## config.mk

```make
export PLATFORM = sky130hd
export DESIGN_NAME = dma_bus_master
export DESIGN_NICKNAME = d
export VERILOG_FILES = /design/src/rtl/dma_bus_master.sv
export SDC_FILE = /design/constraint.sdc
export NUM_CORES = 1
export LEC_CHECK = 0
export ABC_AREA = 1
export BUFFER_PORTS_ARGS = -buffer_cell sky130_fd_sc_hd__buf_2
export CORE_MARGIN = 3
export CORE_UTILIZATION = 40
export CTS_BUF_LIST = sky130_fd_sc_hd__clkbuf_2
export CTS_CLUSTER_DIAMETER = 60
export DETAILED_ROUTE_END_ITERATION = 12
export GPL_ROUTABILITY_DRIVEN = 0
export MAX_ROUTING_LAYER = met4
export PLACE_DENSITY = 0.63
export REMOVE_ABC_BUFFERS = 1
export SETUP_SLACK_MARGIN = 0.15
export SYNTH_ARGS = -nofsm -noshare
export SYNTH_HDL_FRONTEND = slang
export SYNTH_SLANG_ARGS = --single-unit
```

## constraint.sdc

```tcl
create_clock -name clk -period 1.5 [get_ports clk]
set_clock_uncertainty 0.15 [all_clocks]
set_input_delay 0.075 -clock clk [delete_from_list [all_inputs] [get_ports clk]]
set_output_delay 0.075 -clock clk [all_outputs]
set_load 0.02 [all_outputs]
```

## src/rtl/dma_bus_master.sv

```systemverilog
module dma_bus_master #(
  parameter int AW = 16,
  parameter int DW = 8,
  parameter int LW = 16,
  parameter logic [AW-1:0] PARK_RESET = 'hFFFC
) (
  input  logic          clk,
  input  logic          rst_n,
  input  logic          reg_we,
  input  logic [2:0]    reg_addr,
  input  logic [AW-1:0] reg_wdata,
  output logic [AW-1:0] reg_rdata,
  input  logic          bus_sync,
  input  logic          bus_mlb_n,
  input  logic [DW-1:0] bus_din,
  output logic          bus_rdy,
  output logic          bus_be_n,
  output logic          bus_be_oe,
  output logic [AW-1:0] bus_addr,
  output logic [DW-1:0] bus_dout,
  output logic          bus_dout_oe,
  output logic          bus_rwb
);

  localparam logic [2:0] A_SRC  = 3'd0;
  localparam logic [2:0] A_DST  = 3'd1;
  localparam logic [2:0] A_LEN  = 3'd2;
  localparam logic [2:0] A_PARK = 3'd3;
  localparam logic [2:0] A_CTRL = 3'd4;

  typedef enum logic [2:0] {S_IDLE, S_GRAB, S_RD, S_WR, S_REL} st_t;

  st_t           state;
  logic [AW-1:0] src, dst, park;
  logic [LW-1:0] len;
  logic [DW-1:0] hold;
  logic          en, pend, done;

  wire busy      = pend || (state != S_IDLE);
  wire cfg_wr    = reg_we && !busy;
  wire start_req = reg_we && (reg_addr == A_CTRL) && reg_wdata[1];
  wire seize     = pend && en && bus_sync && bus_mlb_n;

  always_ff @(posedge clk or negedge rst_n) begin
    if (!rst_n) begin
      state <= S_IDLE;
      src   <= '0;
      dst   <= '0;
      len   <= '0;
      park  <= PARK_RESET;
      hold  <= '0;
      en    <= 1'b0;
      pend  <= 1'b0;
      done  <= 1'b0;
    end else begin
      if (reg_we && reg_addr == A_CTRL) en <= reg_wdata[0];
      if (cfg_wr) begin
        case (reg_addr)
          A_SRC:   src  <= reg_wdata;
          A_DST:   dst  <= reg_wdata;
          A_LEN:   len  <= reg_wdata[LW-1:0];
          A_PARK:  park <= reg_wdata;
          default: ;
        endcase
      end
      if (start_req && !busy) begin
        if (len == '0) done <= 1'b1;
        else begin
          pend <= 1'b1;
          done <= 1'b0;
        end
      end
      case (state)
        S_IDLE: if (seize) begin
          state <= S_GRAB;
          pend  <= 1'b0;
        end
        S_GRAB: state <= S_RD;
        S_RD: begin
          hold  <= bus_din;
          state <= S_WR;
        end
        S_WR: begin
          src   <= src + AW'(1);
          dst   <= dst + AW'(1);
          len   <= len - LW'(1);
          state <= (len == LW'(1) || !en) ? S_REL : S_RD;
        end
        S_REL: begin
          state <= S_IDLE;
          if (len == '0) done <= 1'b1;
        end
        default: state <= S_IDLE;
      endcase
    end
  end

  assign bus_rdy     = (state == S_IDLE);
  assign bus_be_oe   = (state == S_GRAB) || (state == S_RD) || (state == S_WR);
  assign bus_be_n    = !bus_be_oe;
  assign bus_rwb     = (state != S_WR);
  assign bus_dout_oe = (state == S_WR);
  assign bus_dout    = hold;
  assign bus_addr    = (state == S_RD) ? src : (state == S_WR) ? dst : park;

  always_comb begin
    case (reg_addr)
      A_SRC:   reg_rdata = src;
      A_DST:   reg_rdata = dst;
      A_LEN:   reg_rdata = AW'(len);
      A_PARK:  reg_rdata = park;
      A_CTRL:  reg_rdata = AW'({done, busy, en});
      default: reg_rdata = '0;
    endcase
  end

  p_seize_rule_r2: assert property (@(posedge clk) disable iff (!rst_n)
    $fell(bus_rdy) |-> $past(bus_sync && bus_mlb_n && en));

  p_owned_halted_r3: assert property (@(posedge clk) disable iff (!rst_n)
    bus_be_oe |-> (!bus_rdy && !bus_be_n));

  p_write_follows_read_r4: assert property (@(posedge clk) disable iff (!rst_n)
    !bus_rwb |-> $past(bus_be_oe && bus_rwb));

  p_data_only_owned_r4: assert property (@(posedge clk) disable iff (!rst_n)
    bus_dout_oe |-> bus_be_oe);

  p_release_halted_r6: assert property (@(posedge clk) disable iff (!rst_n)
    $fell(bus_be_oe) |-> !bus_rdy);

  p_done_idle_r6: assert property (@(posedge clk) disable iff (!rst_n)
    $rose(done) |-> bus_rdy);

  p_zero_len_r9: assert property (@(posedge clk) disable iff (!rst_n)
    (start_req && !busy && len == '0) |=> (done && bus_rdy));

endmodule

```

# Word-level counts from Yosys, hierarchy flattened
# Index checks and enable logic that the tools add are counted.
# totals
reg_bits	78
in_bits	32
output_inout_bits	45
elab_cells	72
# op_classes
add_sub_neg	3
eq_ne	11
n_mux	23
reduce_logical	26
# ops
operator	count
2-to-1 mux 16 bit	11
case mux 16 bit (5 select lines)	1
adder 16 x 1 -> 16 bit (second input constant)	2
== test 16 x 1 -> 1 bit (second input constant)	1
logical NOT 16 bit	1
subtractor 16 x 1 -> 16 bit (second input constant)	1
== test 3 x 2 -> 1 bit (second input constant)	4
case mux 3 bit (4 select lines)	1
2-to-1 mux 1 bit	8
AND reduction 2 bit	4
nonzero test 2 bit	4
logical AND 1 bit	7
== test 3 x 1 -> 1 bit (second input constant)	2
== test 3 bit (second input constant)	2
logical NOT 3 bit	2
2-to-1 mux 3 bit	2
logical OR 1 bit	4
logical NOT 1 bit	3
inequality test 3 x 2 -> 1 bit (second input constant)	1
nonzero test 3 bit	1
inequality test 2 x 1 -> 1 bit (second input constant)	1

# Logic depth before layout (Yosys ltp)
# depth
word_depth	7
mapped_depth	9
ltp_nobuf	9

# Worst setup path after synthesis
# Ideal clock, no wire load.
# synth_path
kind	reg2out
start	register state[2]
end	output bus_addr[2]
arrival_ns	1.440
setup_slack_ns	-0.165
stages_incl_launch_ff	6
cell_sequence	dfrtp_1 > inv_2 > nand3_2 > buf_4 > buf_2 > o221ai_1
# synth_between
elab_chain_len	3
elab_cells_between_ends	4
classes_between	eq/ne: 2; mux: 2
# synth_rtl
element	line	text
start: declaration	33	st_t state;
start signal: assignment	87	state <= (len == LW'(1) || !en) ? S_REL : S_RD;
== test 3 x 2 -> 1 bit	104	assign bus_addr = (state == S_RD) ? src : (state == S_WR) ? dst : park;
2-to-1 mux 16 bit	104	
2-to-1 mux 16 bit (*)	104	
end: declaration	19	output logic [AW-1:0] bus_addr,
# Every way passes the cells marked *; elsewhere a longest branch is shown, timed or not.

# Final worst setup path
# layout_path
start	register state[2]
end	output bus_addr[3]
# The elaborated chain is that of the path after synthesis.

==> run summary <==
Sw Pwr - 9.14 mW
Worst Path Required - 1.27 ns
Total track usage - 34.2%
RSZ-0062 raised after global routing - yes
Top cell type's share of synthesized area - 30.8%
CTS tree - yes
Layout Utilization - 74.0%
TritonRoute pass-1 iters - 6
Hold Path Class - in2reg
Layout cells sized above 1 - 46.9%
Slew margin rel. - 46.9%
Post-detailed-route count of antenna-violating nets - 0
Startpoint Class - register
Clock power frac - 7.4%
Leakage - 4.48 nW
Sequential element share of the synthesized area - 37.9%
Worst-margin pin slew - 0.794 ns
WP data arrival - 2.01 ns
Vias in the first global route - 7,057
Netlist cell types - 31
Number of synthesized register bits - 78
Post-synth top area cell - dfrtp_1
DP HPWL - 14.7 mm
Pin count of the biggest net entering global routing - 34
Sequential Power Share - 21.7%
Critical path class - reg2out
Clock buffer depth - 2
Final period utilization - 149%
Combinational share of power - 71.0%
Die Y-Extent - 120 um
Drt drc - 0
Pre-CTS setup slack - -0.245 ns
Initial Util - 41.0%
Cell Int Power - 10.2 mW
Reg2reg end - len[1]
Area Growth Syn to Fin - 80.3%
Clock Sinks - 78
Top cells by area, synth - dfrtp_1, nand2_1, nor2_1, dfstp_2, inv_1
Crit-path max FO - 11
Outcome - complete, but fails checks
Syn. warnings - 0
Final Critical Period - 2.24 ns
Vias per cell - 5.68
Final Setup Violations - 106
Failing checks - negative setup slack
Input/output buffers - 76
Fin Hold WS - 0.00914 ns
Crit path from - state[2]
CP endpoint kind - primary output
Clock Tree Root - clkbuf_2
Fin nets - 1,154
Final Cell Area - 0.00938 mm^2
Worst setup path endpoint - bus_addr[3]
Chip Width - 120 um
Die footprint - 0.0144 mm^2
Core area - 0.0127 mm^2
Final setup margin - -0.737 ns
Final WL - 25.4 mm
Placed cell area - 0.00662 mm^2
Initial antenna violation count - 0
First-pass GRT wire length - 37.1 mm
H-tree depth - 3
Maximum VDD drop - 1.14 mV
CTS Buf Count - 9
Total grt overflow - 0
Max-Cap Viols - 0
Cells after Synth - 801
Num ports - 77
Hold Vio Cnt, Final - 0
Num rows - 41
Skew-Pair Late Insertion Delay - 0.65 ns
Ant. Diodes - 0
R2R Setup Slk - -0.59 ns
Clock slew at reported path FFs - 0.26 ns
FF-to-FF Start - state[1]
Max-slew violations - 0
Netlist Area Pre-Place - 0.00520 mm^2
Avg Inst Size Synth - 6.49 um^2
Fmax - 0.447 GHz
Wire length per cell - 19.6 um
Initial DRC Count - 834
PwrDens - 2060 mW/mm^2
Net Sw Frac - 47.2%
DR vias - 7,356
R2R depth - 10
## state kept, by name (all words and copies together) (netlist names)
register and cells:
dst 16, state 3, pend 1, bus_dout 8
en 1, park 16, src 16, len 16
done 1
## cell usage in the layout (no fill, tap or decap), types with 3 or more instances in the layout
| cell | synthesis | layout |
|---|---|---|
| nand3_1 | 62 | 47 |
| dfrtp_1 | 64 | 60 |
| buf_2 | 11 | 30 |
| nand3_2 | 1 | 12 |
| nand4_1 | 13 | 13 |
| buf_8 | 0 | 4 |
| clkbuf_2 | 0 | 11 |
| dfrtp_2 | 0 | 4 |
| nor2_4 | 1 | 17 |
| dlygate4sd3_1 | 0 | 35 |
| o22ai_4 | 0 | 6 |
| o221ai_2 | 0 | 4 |
| nand2_2 | 3 | 51 |
| o21ai_2 | 0 | 12 |
| o22ai_2 | 0 | 9 |
| inv_2 | 4 | 23 |
| buf_6 | 1 | 78 |
| buf_16 | 0 | 4 |
| nand2_8 | 0 | 5 |
| nor2_2 | 3 | 11 |
| o211ai_1 | 12 | 12 |
| a21oi_1 | 50 | 30 |
| buf_12 | 0 | 11 |
| nor3_1 | 3 | 3 |
| buf_4 | 6 | 165 |
| nand2_4 | 0 | 8 |
| inv_6 | 0 | 5 |
| o21ai_1 | 7 | 22 |
| ha_1 | 4 | 4 |
| nand2_1 | 249 | 189 |
| a21oi_2 | 0 | 20 |
| dfstp_2 | 14 | 14 |
| inv_4 | 0 | 7 |
| o21ai_0 | 47 | 18 |
| inv_1 | 91 | 58 |
| nand3_4 | 0 | 4 |
| nor2_1 | 117 | 93 |
## stage by stage
step	std cells	setup TNS [ns]	power, mW
2_1_floorplan	777	-36.63	8.38
3_3_place_gp	1140	-6.74	12.1
3_5_place_dp	1140	-8.69	12.2
4_1_cts	1275	-43.38	17.6
5_1_grt	1295	-58.66	20.3
6_report	1295	-52.81	19.3
## logic make-up after synthesis
logic type	after synthesis	share of synthesized area [%]
and+or+nand+nor	454	35.9
AOI/OAI and AO/OA	143	15.4
buffers and inverters	120	9.50
DFF	78	37.9
adders and majority gates	4	0.963
xor gates and xnor gates	2	0.337
## layer usage
| metal | global-route usage [%] | wire length [um] | up-vias |
|---|---|---|---|
| li1 | - | - | 3248 |
| met1 | 42.1 | 9480 | 3420 |
| met2 | 53.1 | 11500 | 536 |
| met3 | 7.49 | 2760 | 152 |
| met4 | 17.1 | 1660 | 0 |
| met5 | - | 0 | - |
## how the worst min path moves through the flow
stage,startpoint,to,slack [ns],depth (start not counted)
after global placement,rst_n,src[10],-0.13,1
after global routing,reg_wdata[8],park[8],-0.009,4
final,reg_wdata[7],park[7],0.009,4
after floorplan,rst_n,bus_dout[0],-0.37,0
after detailed placement,rst_n,src[10],-0.14,1
after CTS,bus_din[5],bus_dout[5],0.003,4
## cells in the mapped netlist
master and n:
nand2_1 249, nor2_2 3, dfstp_2 14, ha_1 4, o21ai_0 47, inv_1 91
o2111ai_1 1, a21oi_1 50, clkbuf_1 6, nand4_4 1, buf_2 11, o21bai_1 1
a22oi_1 2, o22ai_1 17, o211ai_1 12, nand3_2 1, nand2_2 3, inv_2 4
o221ai_1 6, nand3b_1 1, nor3_1 3, buf_4 6, buf_6 1, nand4_1 13
nand3_1 62, nor2_1 117, clkinv_1 1, o21ai_1 7, xor2_1 2, nor2_4 1
dfrtp_1 64
## power by group through the flow
stage	registers, mW	logic, mW	clock network (mW)
6_report	4.19	13.7	1.43
5_1_grt	4.27	14.5	1.53
4_1_cts	4.07	12.2	1.39
3_5_place_dp	4.11	8.06	0
3_3_place_gp	4.10	8.01	0
2_1_floorplan	4.06	4.33	0
## worst max-delay path, stage by stage (launching register included)
cell	delay, ns
dfrtp_1	0.48
buf_6	0.14
nor2_4	0.13
nand2_4	0.12
buf_12	0.17
o221ai_2	0.14
buf_4	0.17
## timing repair
action                                 CTS  global route
cloned                                   6             1
endpoints found under the hold margin  154             0
hold buffers                            36             0
pin swaps                               55            17
gates resized for setup                349            85
setup endpoints to repair              121           137
setup buffers                           77            19
## cell type report
type | count | area, um^2
Clock inverter | 5 | 73.8
Clock buffer | 11 | 55.1
Fill cell | 842 | 3290
Tap cell | 172 | 215
Multi-Input combinational cell | 604 | 3580
Timing Repair Buffer | 329 | 3050
Sequential cell | 78 | 1970
Inverter | 96 | 428
Note: power is estimated with default switching activity, not from simulation.
